<file path="src/rtl/hrx_pkg.sv">
package hrx_pkg;

  localparam int BYTE_W = 8;
  localparam int CRC_W  = 16;
  localparam logic [CRC_W-1:0] CRC_POLY = 16'h1021;

  typedef enum logic [2:0] {
    ST_IDLE,
    ST_RECV,
    ST_DRAIN,
    ST_WR_LEN,
    ST_FIN
  } rx_state_e;

  // One byte through the CRC register, MSB first, no reflection.
  function automatic logic [CRC_W-1:0] crc16_byte(input logic [CRC_W-1:0] crc_in,
                                                  input logic [BYTE_W-1:0] din);
    logic [CRC_W-1:0] c;
    c = crc_in;
    for (int i = BYTE_W - 1; i >= 0; i--) begin
      if (c[CRC_W-1] ^ din[i]) c = {c[CRC_W-2:0], 1'b0} ^ CRC_POLY;
      else                     c = {c[CRC_W-2:0], 1'b0};
    end
    return c;
  endfunction

endpackage

</file>
<file path="src/rtl/hrx_reset_sync.sv">
module hrx_reset_sync #(
  parameter int STAGES = 2
) (
  input  logic clk,
  input  logic rst_n,
  output logic rst_n_sync
);

  logic [STAGES-1:0] sync_q;

  always_ff @(posedge clk or negedge rst_n) begin
    if (!rst_n) sync_q <= '0;
    else        sync_q <= {sync_q[STAGES-2:0], 1'b1};
  end

  assign rst_n_sync = sync_q[STAGES-1];

endmodule

</file>
<file path="src/rtl/hrx_crc16.sv">
module hrx_crc16 import hrx_pkg::*; #(
  parameter logic [CRC_W-1:0] CRC_INIT = 16'h0000
) (
  input  logic              clk,
  input  logic              rst_n,
  input  logic              clr,
  input  logic              en,
  input  logic [BYTE_W-1:0] din,
  output logic [CRC_W-1:0]  crc
);

  logic [CRC_W-1:0] crc_q, crc_d;

  always_comb begin
    crc_d = crc_q;
    if (clr)     crc_d = CRC_INIT;
    else if (en) crc_d = crc16_byte(crc_q, din);
  end

  always_ff @(posedge clk or negedge rst_n) begin
    if (!rst_n) crc_q <= CRC_INIT;
    else        crc_q <= crc_d;
  end

  assign crc = crc_q;

endmodule

</file>
<file path="src/rtl/hrx_wr_port.sv">
module hrx_wr_port #(
  parameter int ADDR_W = 9,
  parameter int DATA_W = 8
) (
  input  logic              clk,
  input  logic              rst_n,
  input  logic              issue,
  input  logic [ADDR_W-1:0] issue_addr,
  input  logic [DATA_W-1:0] issue_data,
  output logic              busy,
  output logic              req,
  output logic [ADDR_W-1:0] addr,
  output logic [DATA_W-1:0] wdata,
  input  logic              ack
);

  logic              req_q, req_d;
  logic [ADDR_W-1:0] addr_q, addr_d;
  logic [DATA_W-1:0] data_q, data_d;

  always_comb begin
    req_d  = req_q;
    addr_d = addr_q;
    data_d = data_q;
    if (req_q) begin
      if (ack) req_d = 1'b0;
    end else if (issue) begin
      req_d  = 1'b1;
      addr_d = issue_addr;
      data_d = issue_data;
    end
  end

  always_ff @(posedge clk or negedge rst_n) begin
    if (!rst_n) begin
      req_q  <= 1'b0;
      addr_q <= '0;
      data_q <= '0;
    end else begin
      req_q  <= req_d;
      addr_q <= addr_d;
      data_q <= data_d;
    end
  end

  assign busy  = req_q;
  assign req   = req_q;
  assign addr  = addr_q;
  assign wdata = data_q;

endmodule

</file>
<file path="src/rtl/hrx_frame_fsm.sv">
module hrx_frame_fsm import hrx_pkg::*; #(
  parameter int                ADDR_W       = 9,
  parameter int                BUF_BASE     = 'h100,
  parameter int                BUF_LAST     = 'h1FD,
  parameter int                CSUM_ADDR    = 'h1FE,
  parameter int                LEN_ADDR     = 'h1FF,
  parameter logic [CRC_W-1:0]  CRC_RESIDUE  = 16'h0000,
  parameter logic [BYTE_W-1:0] CODE_CRC_ERR = 8'hFE,
  parameter logic [BYTE_W-1:0] CODE_LEN_ERR = 8'hFF
) (
  input  logic              clk,
  input  logic              rst_n,
  input  logic              bclk_ok,
  input  logic              start,
  input  logic              stop,
  input  logic              valid,
  input  logic [BYTE_W-1:0] data,
  input  logic [CRC_W-1:0]  crc,
  input  logic              wr_busy,
  output logic              wr_issue,
  output logic [ADDR_W-1:0] wr_addr,
  output logic [BYTE_W-1:0] wr_data,
  output logic              crc_clr,
  output logic              crc_en,
  output logic              irq
);

  localparam int DEPTH = BUF_LAST - BUF_BASE + 1;
  localparam int CNT_W = $clog2(DEPTH + 2);
  localparam logic [CNT_W-1:0]  DEPTH_C  = CNT_W'(DEPTH);
  localparam logic [CNT_W-1:0]  CRCB_C   = CNT_W'(2);
  localparam logic [ADDR_W-1:0] BASE_A   = ADDR_W'(BUF_BASE);
  localparam logic [ADDR_W-1:0] CSUM_A   = ADDR_W'(CSUM_ADDR);
  localparam logic [ADDR_W-1:0] LEN_A    = ADDR_W'(LEN_ADDR);
  localparam logic [BYTE_W-1:0] FLAG_OK  = '1;
  localparam logic [BYTE_W-1:0] FLAG_BAD = '0;

  rx_state_e         state_q, state_d;
  logic [CNT_W-1:0]  cnt_q, cnt_d;
  logic [BYTE_W-1:0] len_q, len_d;
  logic [BYTE_W-1:0] csum_q, csum_d;
  logic              irq_q, irq_d;
  logic              crc_match;

  assign crc_match = (crc == CRC_RESIDUE);

  always_comb begin
    state_d  = state_q;
    cnt_d    = cnt_q;
    len_d    = len_q;
    csum_d   = csum_q;
    irq_d    = 1'b0;
    wr_issue = 1'b0;
    wr_addr  = '0;
    wr_data  = '0;
    crc_clr  = 1'b0;
    crc_en   = 1'b0;

    unique case (state_q)
      ST_IDLE: begin
        if (bclk_ok && start) begin
          crc_clr = 1'b1;
          cnt_d   = '0;
          state_d = ST_RECV;
        end
      end

      ST_RECV: begin
        if (!bclk_ok) begin
          state_d = ST_IDLE;
        end else if (start) begin
          crc_clr = 1'b1;
          cnt_d   = '0;
        end else if (stop) begin
          csum_d = crc_match ? FLAG_OK : FLAG_BAD;
          if (cnt_q > DEPTH_C || cnt_q < CRCB_C) len_d = CODE_LEN_ERR;
          else if (!crc_match)                   len_d = CODE_CRC_ERR;
          else                                   len_d = BYTE_W'(cnt_q - CRCB_C);
          state_d = ST_DRAIN;
        end else if (valid) begin
          crc_en = 1'b1;
          if (cnt_q < DEPTH_C) begin
            wr_issue = 1'b1;
            wr_addr  = BASE_A + ADDR_W'(cnt_q);
            wr_data  = data;
          end
          if (cnt_q <= DEPTH_C) cnt_d = cnt_q + 1'b1;
        end
      end

      ST_DRAIN: begin
        if (!wr_busy) begin
          wr_issue = 1'b1;
          wr_addr  = CSUM_A;
          wr_data  = csum_q;
          state_d  = ST_WR_LEN;
        end
      end

      ST_WR_LEN: begin
        if (!wr_busy) begin
          wr_issue = 1'b1;
          wr_addr  = LEN_A;
          wr_data  = len_q;
          state_d  = ST_FIN;
        end
      end

      ST_FIN: begin
        if (!wr_busy) begin
          irq_d   = 1'b1;
          state_d = ST_IDLE;
        end
      end

      default: state_d = ST_IDLE;
    endcase
  end

  always_ff @(posedge clk or negedge rst_n) begin
    if (!rst_n) begin
      state_q <= ST_IDLE;
      cnt_q   <= '0;
      len_q   <= '0;
      csum_q  <= '0;
      irq_q   <= 1'b0;
    end else begin
      state_q <= state_d;
      cnt_q   <= cnt_d;
      len_q   <= len_d;
      csum_q  <= csum_d;
      irq_q   <= irq_d;
    end
  end

  assign irq = irq_q;

endmodule

</file>
<file path="src/rtl/hrx_frame_rx.sv">
module hrx_frame_rx import hrx_pkg::*; #(
  parameter int                ADDR_W       = 9,
  parameter int                BUF_BASE     = 'h100,
  parameter int                BUF_LAST     = 'h1FD,
  parameter int                CSUM_ADDR    = 'h1FE,
  parameter int                LEN_ADDR     = 'h1FF,
  parameter logic [15:0]       CRC_INIT     = 16'h0000,
  parameter logic [15:0]       CRC_RESIDUE  = 16'h0000,
  parameter logic [7:0]        CODE_CRC_ERR = 8'hFE,
  parameter logic [7:0]        CODE_LEN_ERR = 8'hFF,
  parameter int                SYNC_STAGES  = 2
) (
  input  logic              clk,
  input  logic              rst_n,
  input  logic              bclk_ok,
  input  logic              rx_start,
  input  logic              rx_stop,
  input  logic              rx_valid,
  input  logic [7:0]        rx_data,
  output logic              buf_req,
  output logic [ADDR_W-1:0] buf_addr,
  output logic [7:0]        buf_wdata,
  input  logic              buf_ack,
  output logic              rx_irq
);

  logic              rst_n_i;
  logic              crc_clr, crc_en;
  logic [CRC_W-1:0]  crc_val;
  logic              wr_issue, wr_busy;
  logic [ADDR_W-1:0] wr_addr;
  logic [BYTE_W-1:0] wr_data;

  hrx_reset_sync #(.STAGES(SYNC_STAGES)) u_rst (
    .clk        (clk),
    .rst_n      (rst_n),
    .rst_n_sync (rst_n_i)
  );

  hrx_crc16 #(.CRC_INIT(CRC_INIT)) u_crc (
    .clk   (clk),
    .rst_n (rst_n_i),
    .clr   (crc_clr),
    .en    (crc_en),
    .din   (rx_data),
    .crc   (crc_val)
  );

  hrx_frame_fsm #(
    .ADDR_W       (ADDR_W),
    .BUF_BASE     (BUF_BASE),
    .BUF_LAST     (BUF_LAST),
    .CSUM_ADDR    (CSUM_ADDR),
    .LEN_ADDR     (LEN_ADDR),
    .CRC_RESIDUE  (CRC_RESIDUE),
    .CODE_CRC_ERR (CODE_CRC_ERR),
    .CODE_LEN_ERR (CODE_LEN_ERR)
  ) u_fsm (
    .clk      (clk),
    .rst_n    (rst_n_i),
    .bclk_ok  (bclk_ok),
    .start    (rx_start),
    .stop     (rx_stop),
    .valid    (rx_valid),
    .data     (rx_data),
    .crc      (crc_val),
    .wr_busy  (wr_busy),
    .wr_issue (wr_issue),
    .wr_addr  (wr_addr),
    .wr_data  (wr_data),
    .crc_clr  (crc_clr),
    .crc_en   (crc_en),
    .irq      (rx_irq)
  );

  hrx_wr_port #(.ADDR_W(ADDR_W), .DATA_W(BYTE_W)) u_wr (
    .clk        (clk),
    .rst_n      (rst_n_i),
    .issue      (wr_issue),
    .issue_addr (wr_addr),
    .issue_data (wr_data),
    .busy       (wr_busy),
    .req        (buf_req),
    .addr       (buf_addr),
    .wdata      (buf_wdata),
    .ack        (buf_ack)
  );

endmodule

</file>
<file path="config.mk">
export PLATFORM = sky130hd
export DESIGN_NAME = hrx_frame_rx
export DESIGN_NICKNAME = d
export VERILOG_FILES = /design/src/rtl/hrx_pkg.sv /design/src/rtl/hrx_reset_sync.sv /design/src/rtl/hrx_crc16.sv /design/src/rtl/hrx_wr_port.sv /design/src/rtl/hrx_frame_fsm.sv /design/src/rtl/hrx_frame_rx.sv
export SDC_FILE = /design/constraint.sdc
export NUM_CORES = 1
export LEC_CHECK = 0
export ABC_CLOCK_PERIOD_IN_PS = 5100
export BUFFER_PORTS_ARGS = -buffer_cell sky130_fd_sc_hd__buf_2
export CAP_MARGIN = 15
export CORE_MARGIN = 4
export CORE_UTILIZATION = 55
export DETAILED_ROUTE_END_ITERATION = 12
export PLACE_DENSITY_LB_ADDON = 0.25
export SYNTH_ARGS = -nofsm -noshare
export SYNTH_HDL_FRONTEND = slang
export SYNTH_SLANG_ARGS = --single-unit
</file>
<file path="constraint.sdc">
create_clock -name clk -period 5.1 [get_ports clk]
set_input_delay 0 -clock clk [delete_from_list [all_inputs] [get_ports clk]]
set_output_delay 0 -clock clk [all_outputs]
set_load 0.02 [all_outputs]
</file>
Word-level counts from Yosys, hierarchy flattened
Cells that the tools add are included.

word-level totals
  register bits after elaboration = 64
  output and inout bits = 19
  input port bits = 15
  word-level logic and storage cells = 134

cells by class
  muxes and demuxes = 74
  equal/unequal tests = 14
  magnitude comparators = 4
  reductions and logical operators = 11
  bitwise logic cells = 18
  add/sub/neg operators = 3

operator list
  cell                                                                          count
  16-bit 2-to-1 mux                                                             16
  8-bit 2-to-1 mux                                                              14
  13-bit 2-to-1 mux                                                             8
  9-bit 2-to-1 mux                                                              5
  9-bit one-hot mux with 3 select lines                                         1
  3-bit inverter                                                                8
  8-bit one-hot mux with 3 select lines                                         1
  3-bit 2-to-1 mux                                                              7
  1-bit 2-to-1 mux                                                              18
  16-bit logical NOT                                                            1
  8-bit one-hot mux with 2 select lines                                         1
  3-bit one-hot mux with 5 select lines                                         1
  3-bit inequality test, second input constant                                  4
  6-bit AND reduction                                                           2
  9-bit by 8-bit adder with 9-bit output, first input constant                  1
  8-bit by 1-bit adder with 8-bit output, second input constant                 1
  8-bit > comparator, second input constant                                     1
  8-bit <= comparator, second input constant                                    1
  8-bit by 2-bit less-than comparator with 1-bit output, second input constant  1
  8-bit less-than comparator, second input constant                             1
  2-bit inequality test, second input constant                                  4
  8-bit by 2-bit subtractor with 8-bit output, second input constant            1
  1-bit XOR                                                                     8
  3-bit by 2-bit equality test with 1-bit output, second input constant         2
  13 further kinds                                                              16

Depth between registers and ports, before layout
Gate-level depths: netlist of run 1.

  word-level depth = 35
  depth in mapped cells = 8
  depth with buffers taken out = 6

Hierarchy
Synthesis of run 1 repeated with hierarchy kept, for this count alone.

unflattened totals
  cells, all modules = 316
  area total of the unflattened synthesis = 3402.0 µm²

modules (own cells, without submodules)
  module          instances  seq. area each (µm²)  cells an instance  area an instance (µm²)
  hrx_frame_fsm   1          525.5                 193                1569.0
  hrx_crc16       1          400.4                 79                 1043.5
  hrx_wr_port     1          450.4                 41                 735.7
  hrx_reset_sync  1          50.0                  3                  53.8

Least setup slack after synthesis of run 1
Ideal clock, no wire load.

  path kind = reg-to-reg
  start = reg u_fsm.state_q[2]
  end = reg u_fsm.cnt_q[2]
  data required time = 4.975 ns
  cell stages (with the launch flop) = 6
  library setup time = 0.125 ns
  buffers on the path = 1
  arrival time = 1.761 ns
  period minus slack after synthesis = 1.886 ns
  slack = 3.214 ns
  cells stage by stage = dfrtp_1 > or4b_4 > nor4_4 > buf_6 > nor3b_2 > mux2_4

on the way
  cells in the longest elaborated chain, start to end = 3
  elaborated cells between the ends (all ways) = 10
  classes of those cells = eq/ne: 6; mux: 1; reduce/logical: 3

ends and longest elaborated chain
  item                                                                                       line                  source
  start, declared                                                                            hrx_frame_fsm.sv:38   rx_state_e state_q, state_d;
  start signal, assigned                                                                     hrx_frame_fsm.sv:128  state_q <= state_d;
  3-bit by 1-bit equality test with 1-bit output or 3-bit logical NOT (tied branches)        hrx_frame_fsm.sv:59   unique case (state_q)
  3-bit by 2-bit inequality test with 1-bit output (no source line) (tied with other cells)  -
  6-bit AND reduction (no source line)                                                       -
  end signal, assigned                                                                       hrx_frame_fsm.sv:129  cnt_q <= cnt_d;
  end, declared                                                                              hrx_frame_fsm.sv:39   logic [CNT_W-1:0] cnt_q, cnt_d;

Several ways; a longest one is shown, not always the timed one.
A chain may end at the register's enable or synchronous reset.

Worst setup path after layout of run 1
  start = reg u_fsm.state_q[0]
  end = reg u_wr.addr_q[0], in the netlist u_wr.addr[0]

on the way
  cells in the longest elaborated chain, start to end = 4
  elaborated cells between the ends (all ways) = 7
  classes of those cells = eq/ne: 3; mux: 2; reduce/logical: 2

ends and longest elaborated chain
  item                                            line                 source
  3-bit by 2-bit equality test with 1-bit output  hrx_frame_fsm.sv:59
  2-bit OR reduction (no source line)             -
  1-bit one-hot mux with 2 select lines           hrx_frame_fsm.sv:59
  2-bit AND reduction (no source line)            -
  end signal, assigned                            hrx_wr_port.sv:41    addr_q <= addr_d;
  end, declared                                   hrx_wr_port.sv:18    logic [ADDR_W-1:0] addr_q, addr_d;

Several ways; a longest one is shown, not always the timed one.

==> results.md, run 1 <==
- Antenna Nets Post-Route: 0
- Post-CTS Resized: 0
- Mean Syn Cell Area: 10.4 um^2
- Residual DRC: 0
- Global-route wire length before repair: 10.8 mm
- Proportion of power drawn by combinational gates: 32.4%
- Total Wirelength: 6.38 mm
- Status: complete, no violations
- CORE AREA: 5140 um^2
- Critical Setup Path Class: reg -> reg
- R2r startpoint: u_fsm.state_q[0]
- Weighted congestion at the end of routability-driven global placement: 0.869
- Final min period: 2.78 ns
- Number of instances on the worst hold path: 3
- Net switching share of the total power: 36.6%
- MaxCap Viol Count: 0
- Number of distinct library cell variants in the gate-level netlist after synthesis: 53
- Half-perimeter wire length after placement: 4.50 mm
- Buffer type at the clock tree root: clkbuf_8
- Aggregate negative setup slack: 0 ns
- Register bit count reported by yosys: 57
- Share of flip-flops with an asynchronous set or reset: 100%
- Bufs and invs on worst path: 0
- Wire length per cell after detailed routing: 16.4 um
- Crit-path max cell delay: 0.76 ns
- Pins over their slew limit: 0
- Initial DRC count: 184
- Endpoint kind of the worst setup timing path: flip-flop
- Overall Global Routing Usage: 22.2%
- Antenna violations before repair: 0
- Vias: 2236
- Die width: 81.1 um
- Arrival time at the worst endpoint: 3.01 ns
- Number of vias per cell: 5.73
- Syn_nets: 303
- Yosys warns: 0
- Worst reg2reg path depth: 4
- Final critical-path share of the clock period: 54.5%
- Destination of the worst register-to-register timing path: u_wr.addr[0]
- Final clock skew: 0.00553 ns
- Post-placement cell count: 368
- Nets@finish: 334
- Share of post-route cells with drive strength above 1: 18.8%
- Port-buffer cells: 33
- Slew Limit Headroom: 40.6%
- Power density of the placed cells: 502 nW/um^2
- Share of total power in sequential cells: 40.7%
- Clock-pin slew on the worst setup and hold paths: 0.07 ns
- GRT overflow: 0
- CP max stage cell: o21ba_1
- Buffers inserted during post-CTS setup optimization: 0
- Clock buffer depth: 2
- Clock H-tree levels: 3
- TritonCTS clock tree: yes
- Setup slack on the worst flop-to-flop path: 2.32 ns
- Hold path start: rx_data[1]
- Critical path launch point type: flip-flop
- Setup Viol. Count Final: 0
- Register area: 1430 um^2
- HP Class: in -> reg
- Worst-path maximum fanout: 18
- Part of the total power dissipated in the clock network: 26.8%
- Slew at the pin with the worst max-slew slack: 0.890 ns
- Die footprint: 6580 um^2
- Starting density of the core: 57.2%
- Insertion delay of the later-clocked pin in the worst-skew pair: 0.34 ns
- WP data required: 5.33 ns
- Count of fill cells added during filler insertion: 429
- Top delay family on crit path: compound AO/OA/AOI/OAI gates
- Count of antenna diodes in the layout: 0
- Most common flop cell mapped by yosys: dfrtp_1
- CTS Buf Count: 9
- Post-synthesis instance total: 284
- Hold Path Sink: u_wr.wdata[1]
- Vias in the first global route: 2175
- Area grow syn2layout: 14.9%
- Unrepaired setup endpoints after global routing: false
- Worst IR drop on VDD: 0.320 mV
- Post-Synthesis Cell Area: 2940 um^2
- Standby leakage power: 0.00148 uW
- Fmax achieved: 0.360 GHz
- Number of synthesized flops with an enable pin: 0
- Number of cell rows: 26
- Fraction of the yosys area taken by sequential cells: 48.5%
- Final hold violations: 0
- Die H: 81.1 um
- TritonRoute pass-1 iters: 4
- Top-level I/O count: 34
- Final instance count without filler cells: 390
- TritonCTS Sinks: 57
- Net load switching power: 621 uW
- Largest net degree at the start of global routing: 34
- Int Power: 1080 uW
- Cell Chain, Critical Path: nor4b_2 > o211a_1 > o21ba_1 > mux2_1
- Footprint of the multi-input gates: 1350 um^2
==> stage by stage <==
stage / instance area [um^2] / setup slack (ns) / util [%] / hold WS, ns / power [uW]
detailed placement: 3100 / 2.36 / 60.4 / -0.212 / 1230
global route: 3380 / 2.14 / 65.8 / 0.0201 / 1800
finish: 3380 / 2.32 / 65.8 / 0.0122 / 1700
CTS: 3370 / 2.34 / 65.5 / 0.00241 / 1700
global placement: 3100 / 2.42 / 60.4 / -0.213 / 1220
floorplan: 2940 / 3.21 / - / -0.296 / 1100
==> metal layers <==
layer	vias to the layer above	routed length [um]	GRT usage, %
li1	1074	-	-
met1	1093	3080	32.4
met2	59	2820	31.2
met3	10	364	5.43
met4	0	114	9.63
met5	-	0	0
==> Yosys cell counts, drive strengths merged, types with 8 or more instances <==
cell type   n  share of area [%]
a21oi      30                5.2
a22o       12                3.6
buf        13                2.6
clkbuf      8                1.0
dfrtp      57                 48
inv        15                1.9
mux2i       9                3.1
nand2      17                2.2
nor2       14                1.8
nor4        8                2.4
o21ai       9                1.5
xnor2      23                6.8
==> how the worst max path moves through the flow <==
stage | from | endpoint | slack (ns) | cells after the start
floorplan | u_fsm.state_q[2] | u_fsm.cnt_q[2] | 3.21 | 5
CTS | u_fsm.state_q[0] | u_wr.addr[0] | 2.34 | 4
finish | u_fsm.state_q[0] | u_wr.addr[0] | 2.32 | 4
detailed placement | u_fsm.state_q[0] | u_wr.addr[0] | 2.36 | 4
global placement | u_fsm.state_q[0] | u_wr.addr[0] | 2.42 | 4
global route | u_fsm.state_q[0] | u_wr.addr[0] | 2.14 | 4
==> power by group through the flow <==
stage                     logic (uW)  clock network (uW)  registers (uW)
after global routing             606                 487             709
after CTS                        546                 461             689
after floorplan                  387                   0             708
after global placement           530                   0             690
final                            550                 455             691
after detailed placement         540                   0             693
==> worst reg2reg max path: cells and delay by family (launching register included) <==
kind | cells | cell delay (ns)
mux | 1 | 0.38
compound gates | 2 | 1.18
simple gates | 1 | 0.45
flops | 1 | 0.66
==> repair_timing <==
action                                  in CTS  in global routing
endpoints found under the hold margin        5                  0
hold buffers                                 5                  0
endpoints found under the setup margin       0                  0
==> cell usage in the layout, fill, tap and decap left out, drive strengths merged, types with 2 or more instances in the layout <==
master,count
a21o,2
a21oi,30
a22o,12
buf,36
bufinv,2
clkbuf,11
clkinvlp,2
dfrtp,57
dlygate4sd3,5
ha,4
inv,15
mux2,2
mux2i,9
nand2,17
nand2b,3
nand3,3
nand4,4
nor2,14
nor2b,3
nor3,4
nor3b,2
nor4,8
nor4b,2
o21ai,9
o31ai,5
o32a,6
or2,2
or3,2
or4,4
xnor2,23
xor2,7
==> kinds of logic after synthesis <==
logic type / share of synthesized area, %
adder cells (fa/ha/maj): 1.70
flip-flops: 48.5
AO/OA/AOI/OAI: 16.1
XOR/XNOR: 8.93
other: 0.127
AND/OR/NAND/NOR: 15.2
buffers and inverters: 5.53
multiplexers: 3.96
==> cell type report <==
type / instances / share of cell area, %
Clock buffer: 11 / 3.89
Timing Repair Buffer: 41 / 7.25
Clock inverter: 5 / 2.37
Sequential cell: 57 / 42.2
Tap cell: 70 / 2.59
Inverter: 15 / 1.67
Multi-Input combinational cell: 191 / 40.0
==> state kept, by name, indices dropped and copies added (netlist names), 2 cells and up <==
signal         flops
u_fsm.len_q        8
u_wr.addr          9
u_fsm.cnt_q        8
u_fsm.state_q      3
u_rst.sync_q       2
u_wr.wdata         8
u_crc.crc         16
No activity file was read; power rests on OpenSTA's default activity.
==> inputs of run 2 (changes only) <==
- ABC_CLOCK_PERIOD_IN_PS: 5100 -> 2300
- CORE_UTILIZATION: 55 -> 52
- clock period: 5.1 -> 2.3 ns (I/O delays scaled with it)
==> run 2 against run 1 <==
  * Utilization fell by 4.4 points
  * Clock skew about the same
  * Wire length is 0.80% higher
  * Hold slack improved by 0.0043 ns
  * Count of clock-buffer cells in the layout grew 2
  * Cell area about the same
  * Sequential share of layout area hardly changed
  * Flip-flop and latch count unchanged
  * Via count increased by 0.36%
  * Critical path type unchanged
  * Largest power group unchanged
  * Highest routed layer unchanged
==> results.md, run 2 (synthesis gave the netlist of run 1 again) <==
- Buffer type at the clock tree root: clkbuf_8 (unchanged)
- Count of antenna diodes in the layout: 0 (unchanged)
- Number of vias per cell: 5.67 (was 5.73)
- GRT overflow: 0 (unchanged)
- Count of fill cells added during filler insertion: 449 (was 429)
- HP Class: in -> reg (unchanged)
- CORE AREA: 5510 um^2 (was 5140 um^2)
- Crit-path max cell delay: 0.60 ns (was 0.76 ns)
- Port-buffer cells: 33 (unchanged)
- Share of post-route cells with drive strength above 1: 19.1% (was 18.8%)
- Aggregate negative setup slack: 0 ns (unchanged)
- Initial DRC count: 103 (was 184)
- TritonCTS Sinks: 57 (unchanged)
- Clock H-tree levels: 3 (unchanged)
- Global-route wire length before repair: 11.7 mm (was 10.8 mm)
- Cell Chain, Critical Path: or4b_4 > nor4_4 > buf_4 > nor4_1 > mux2i_1 (was nor4b_2 > o211a_1 > o21ba_1 > mux2_1)
- Residual DRC: 0 (unchanged)
- Worst-path maximum fanout: 9 (was 18)
- Status: complete, no violations (unchanged)
- Power density of the placed cells: 1070 nW/um^2 (was 502 nW/um^2)
- Flip-flop count of the largest register, all copies and words added: 16 (unchanged)
- Starting density of the core: 53.4% (was 57.2%)
- Overall Global Routing Usage: 21.0% (was 22.2%)
- WP data required: 2.50 ns (was 5.33 ns)
- Vias in the first global route: 2362 (was 2175)
- Antenna violations before repair: 0 (unchanged)
- Die H: 83.2 um (was 81.1 um)
- Total Wirelength: 6.43 mm (was 6.38 mm)
- Area grow syn2layout: 14.8% (was 14.9%)
- Top-level I/O count: 34 (unchanged)
- Leading cell type in the layout, fill and taps excluded: dfrtp_1 (unchanged)
- Vias: 2244 (was 2236)
- Pins over their slew limit: 0 (unchanged)
- Fmax achieved: 0.493 GHz (was 0.360 GHz)
- Critical Setup Path Class: reg -> reg (unchanged)
- Antenna Nets Post-Route: 0 (unchanged)
- Arrival time at the worst endpoint: 2.23 ns (was 3.01 ns)
- Final hold violations: 0 (unchanged)
- Nets@finish: 340 (was 334)
- Endpoint kind of the worst setup timing path: flip-flop (unchanged)
- TritonRoute pass-1 iters: 4 (unchanged)
- Standby leakage power: 0.00149 uW (was 0.00148 uW)
- Worst IR drop on VDD: 0.451 mV (was 0.320 mV)
- Final critical-path share of the clock period: 88.1% (was 54.5%)
- Clock-pin slew on the worst setup and hold paths: 0.06 ns (was 0.07 ns)
- CTS Buf Count: 9 (unchanged)
- Area of all placed cells without fillers: 3380 um^2 (about the same)
- Number of instances on the worst hold path: 3 (unchanged)
- Die width: 83.2 um (was 81.1 um)
- Die footprint: 6920 um^2 (was 6580 um^2)
- CP max stage cell: or4b_4 (was o21ba_1)
- Number of cell rows: 27 (was 26)
- Critical path launch point type: flip-flop (unchanged)
- Setup Viol. Count Final: 0 (unchanged)
- Final clock skew: 0.00582 ns (was 0.00553 ns)
- Largest net degree at the start of global routing: 33 (was 34)
- Final min period: 2.03 ns (was 2.78 ns)
- Leading cell types in the layout, fill and taps excluded: dfrtp_1 (56), buf_2 (33), a21oi_1 (29) (unchanged)
- MaxCap Viol Count: 0 (unchanged)
- Clock buffer depth: 2 (unchanged)
- Unrepaired setup endpoints after global routing: false (unchanged)
- Weighted congestion at the end of routability-driven global placement: 0.840 (was 0.869)
- Slew Limit Headroom: 62.1% (was 40.6%)
- Cell area after placement: 3160 um^2 (was 3100 um^2)
- Insertion delay of the later-clocked pin in the worst-skew pair: 0.33 ns (was 0.34 ns)
- Worst reg2reg path depth: 5 (was 4)
- TritonCTS clock tree: yes (unchanged)
- Slew at the pin with the worst max-slew slack: 0.561 ns (was 0.890 ns)
- Half-perimeter wire length after placement: 4.63 mm (was 4.50 mm)
- Buffers inserted during post-CTS setup optimization: 0 (unchanged)
- Wire length per cell after detailed routing: 16.2 um (was 16.4 um)
==> run 2: power breakdown <==
group | total, uW | internal, uW | switching (uW) | leakage, uW
combinational | 1280 | 542 | 736 | 0.000692
clock | 850 | 490 | 360 | 0.0000836
sequential | 1480 | 1260 | 223 | 0.000715
==> run 2: per-layer routing <==
layer | vias up | global-route usage [%] | wire length, um
met3 | 11 | 3.67 | 199
li1 | 1077 | - | -
met1 | 1119 | 29.7 | 3080
met5 | - | 0 | 0
met2 | 37 | 31.4 | 3040
met4 | 0 | 9.66 | 120
==> run 2: per-stage QoR <==
stage | hold slack (ns) | total power [uW] | util [%] | cells | worst slack, ns
after detailed placement | -0.213 | 2760 | 57.4 | 377 | 0.308
final | 0.0165 | 3610 | 61.3 | 396 | 0.273
after global routing | 0.0187 | 3880 | 61.3 | 396 | 0.139
after global placement | -0.214 | 2740 | 57.4 | 377 | 0.373
after CTS | 0.0102 | 3630 | 61.3 | 396 | 0.274
after floorplan | -0.296 | 2430 | - | 284 | 0.414
==> run 2: what timing repair did <==
item | CTS | global route
hold buffers | 5 | 0
endpoints found under the hold margin | 5 | 0
resized for setup | 0 | 0
==> run 2: worst max-delay path, delay by kind of cell, from the launching register on <==
family,cells,cell delay (ns)
buffers and inverters,1,0.22
and+or+nand+nor,3,1.06
DFF,1,0.47
muxes,1,0.14
==> run 2: path summary, 6_finish.rpt <==
check / endpoint / slack (ns) / from
setup / recovery: u_fsm.cnt_q[6] / 0.27 / u_fsm.state_q[2]
hold / removal: u_wr.wdata[0] / 0.02 / rx_data[0]
setup reg to reg: u_fsm.cnt_q[6] / 0.27 / u_fsm.state_q[2]
hold reg to reg: u_fsm.cnt_q[5] / 0.09 / u_rst.sync_q[1]
max in group asynchronous: u_wr.wdata[6] / 1.58 / u_rst.sync_q[1]
min in group asynchronous: u_fsm.cnt_q[5] / 0.09 / u_rst.sync_q[1]
==> run 2: final cells by class <==
type,count,area (um^2),share of cell area (%)
repair buffers,47,283,8.37
multi-input cells,191,1350,40.0
clock buffers,13,139,4.11
clock inverters,1,30.0,0.889
inverters,15,56.3,1.67
well taps,72,90.1,2.67
flip-flops and latches,57,1430,42.3
==> inputs of run 3 (changes only) <==
- BUFFER_PORTS_ARGS: -buffer_cell sky130_fd_sc_hd__buf_2 -> unset
- CORE_UTILIZATION: 52 -> 55
- DONT_BUFFER_PORTS: unset -> 1
==> run 3 against run 2 <==
  * Wire length grew 2.1%
  * Fmax down 1.3%
  * Flip-flop and latch count did not move
  * Clock power rose by 7.6%
  * Sequential share of layout area rose by 0.35 points
  * Largest cell class unchanged
  * Via count down 0.62%
  * Global-route usage up 1.5 points
  * Critical path type unchanged
  * Non-clock buffer count fell by 20
  * First-iteration DRC count shrank 0.97%
  * Hold slack lost 0.0021 ns
  * Largest power group unchanged
  * Sequential power is 11% higher
  * Clock skew is essentially flat
==> results.md, run 3 (synthesis gave the netlist of run 1 again) <==
- Clock H-tree levels: 3 (unchanged)
- Critical path launch point type: flip-flop (unchanged)
- Worst-path maximum fanout: 9 (unchanged)
- Final critical-path share of the clock period: 89.3% (was 88.1%)
- Status: complete, no violations (unchanged)
- Total Wirelength: 6.57 mm (was 6.43 mm)
- Area grow syn2layout: 13.9% (was 14.8%)
- Port-buffer cells: 0 (was 33)
- Cell Chain, Critical Path: or4b_4 > nor4_4 > buf_4 > nor4_1 > mux2i_1 (unchanged)
- GRT overflow: 0 (unchanged)
- Endpoint kind of the worst setup timing path: flip-flop (unchanged)
- TritonRoute pass-1 iters: 4 (unchanged)
- Post-CTS Resized: 0 (unchanged)
- Power density of the placed cells: 1070 nW/um^2 (about the same)
- MaxCap Viol Count: 0 (unchanged)
- Buffer type at the clock tree root: clkbuf_8 (unchanged)
- Worst hold margin: 0.0143 ns (was 0.0165 ns)
- WP data required: 2.51 ns (was 2.50 ns)
- Nets@finish: 320 (was 340)
- Flip-flop count of the largest register, all copies and words added: 16 (unchanged)
- Global-route wire length before repair: 11.0 mm (was 11.7 mm)
- Overall Global Routing Usage: 22.5% (was 21.0%)
- Hold path start: rx_stop (was rx_data[0])
- Aggregate negative setup slack: 0 ns (unchanged)
- Starting density of the core: 57.2% (was 53.4%)
- Start point of the critical path: u_fsm.state_q[2] (unchanged)
- Largest net degree at the start of global routing: 31 (was 33)
- Vias: 2230 (was 2244)
- Number of cell rows: 26 (was 27)
- Worst reg2reg path depth: 5 (unchanged)
- Worst IR drop on VDD: 0.672 mV (was 0.451 mV)
- Final clock skew: 0.00534 ns (was 0.00582 ns)
- Setup slack on the worst flop-to-flop path: 0.25 ns (was 0.27 ns)
- Final hold violations: 0 (unchanged)
- Critical Setup Path Class: reg -> reg (unchanged)
- Destination of the worst register-to-register timing path: u_fsm.cnt_q[6] (unchanged)
- Buffers inserted during post-CTS setup optimization: 0 (unchanged)
- R2r startpoint: u_fsm.state_q[2] (unchanged)
- Number of vias per cell: 5.93 (was 5.67)
- Count of antenna diodes in the layout: 0 (unchanged)
- Unrepaired setup endpoints after global routing: false (unchanged)
- Leading cell type in the layout, fill and taps excluded: dfrtp_1 (unchanged)
- Standby leakage power: 0.00143 uW (was 0.00149 uW)
- Crit-path max cell delay: 0.60 ns (about the same)
- Setup Viol. Count Final: 0 (unchanged)
- Clock buffer depth: 2 (unchanged)
- Die H: 81.1 um (was 83.2 um)
- Leading cell types in the layout, fill and taps excluded: dfrtp_1 (56), a21oi_1 (29), xnor2_1 (23) (was dfrtp_1 (56), buf_2 (33), a21oi_1 (29))
- Share of post-route cells with drive strength above 1: 11.8% (was 19.1%)
- Antenna violations before repair: 0 (unchanged)
- Count of fill cells added during filler insertion: 430 (was 449)
- Half-perimeter wire length after placement: 4.59 mm (was 4.63 mm)
- Initial DRC count: 102 (was 103)
- Final min period: 2.05 ns (was 2.03 ns)
- HP Class: in -> reg (unchanged)
- Residual DRC: 0 (unchanged)
- Final instance count without filler cells: 376 (was 396)
- Insertion delay of the later-clocked pin in the worst-skew pair: 0.34 ns (was 0.33 ns)
- Fmax achieved: 0.487 GHz (was 0.493 GHz)
- Die width: 81.1 um (was 83.2 um)
- Antenna Nets Post-Route: 0 (unchanged)
- Final cell utilization of the core: 65.2% (was 61.3%)
- Slew Limit Headroom: 57.2% (was 62.1%)
- Weighted congestion at the end of routability-driven global placement: 0.849 (was 0.840)
- Footprint of the multi-input gates: 1350 um^2 (unchanged)
- Hold Path Sink: u_fsm.state_q[1] (was u_wr.wdata[0])
- Vias in the first global route: 2190 (was 2362)
- Register area: 1430 um^2 (unchanged)
- Arrival time at the worst endpoint: 2.26 ns (was 2.23 ns)
- Slew at the pin with the worst max-slew slack: 0.642 ns (was 0.561 ns)
- Clock-pin slew on the worst setup and hold paths: 0.06 ns (about the same)
- Pins over their slew limit: 0 (unchanged)
- CTS Buf Count: 9 (unchanged)
- CORE AREA: 5140 um^2 (was 5510 um^2)
- CP max stage cell: or4b_4 (unchanged)
- Die footprint: 6580 um^2 (was 6920 um^2)
- Top-level I/O count: 34 (unchanged)
- Number of instances on the worst hold path: 2 (was 3)
- TritonCTS Sinks: 57 (unchanged)
- Post-placement cell count: 346 (was 377)
- Wire length per cell after detailed routing: 17.5 um (was 16.2 um)
- TritonCTS clock tree: yes (unchanged)
-- run 3: cell count changes in the layout (fill, tap and decap cells not counted), sizes merged --
| cell | delta |
|---|---|
| buf | -29 |
| clkinv | +2 |
| dlygate4sd3 | +9 |
-- run 3: through the flow --
step	setup slack [ns]	total power (uW)	area [um^2]
2_1_floorplan	0.414	2430	2940
3_3_place_gp	0.308	2630	3020
3_5_place_dp	0.253	2660	3020
4_1_cts	0.243	3600	3350
5_1_grt	0.0706	3820	3350
6_report	0.247	3590	3350
-- run 3: power by group --
group          switching, uW  internal (uW)  leakage, uW
Combinational            564            476     0.000614
Clock                    387            527    0.0000974
Sequential               379           1260     0.000715
-- run 3: layout make-up --
class / count / share of cell area, %
Tap cell: 70 / 2.61
Sequential cell: 57 / 42.6
Inverter: 15 / 1.68
Clock inverter: 3 / 1.19
Multi-Input combinational cell: 191 / 40.4
Clock buffer: 13 / 4.44
Timing Repair Buffer: 27 / 7.09
-- run 3: worst max-delay path by stage --
| stage | to | slack, ns | cells after the start |
|---|---|---|---|
| after detailed placement | u_wr.wdata[7] | 0.25 | 5 |
| after global placement | u_fsm.cnt_q[6] | 0.31 | 5 |
| final | u_fsm.cnt_q[6] | 0.25 | 5 |
| after global routing | u_wr.wdata[5] | 0.07 | 5 |
| after CTS | u_wr.wdata[6] | 0.24 | 5 |
| after floorplan | u_fsm.cnt_q[2] | 0.41 | 5 |
-- run 3: what timing repair did --
action                     in CTS  in global routing
hold endpoints to repair       14                  0
hold buffers                   14                  0
setup endpoints to repair       0                  0
-- run 3: per-layer routing --
layer  global-route usage, %  vias to the layer above  wire length [um]
met5                       0                        -                 0
met4                    11.0                        0               119
met3                    3.77                       12               292
met2                    32.9                       52              2990
met1                    32.2                     1125              3170
li1                        -                     1041                 -
-- run 3: critical path: cells and delay by family (launching register included) --
kind | cells | cell delay, ns
buf+inv | 1 | 0.22
mux | 1 | 0.15
simple gates | 3 | 1.10
flops | 1 | 0.47
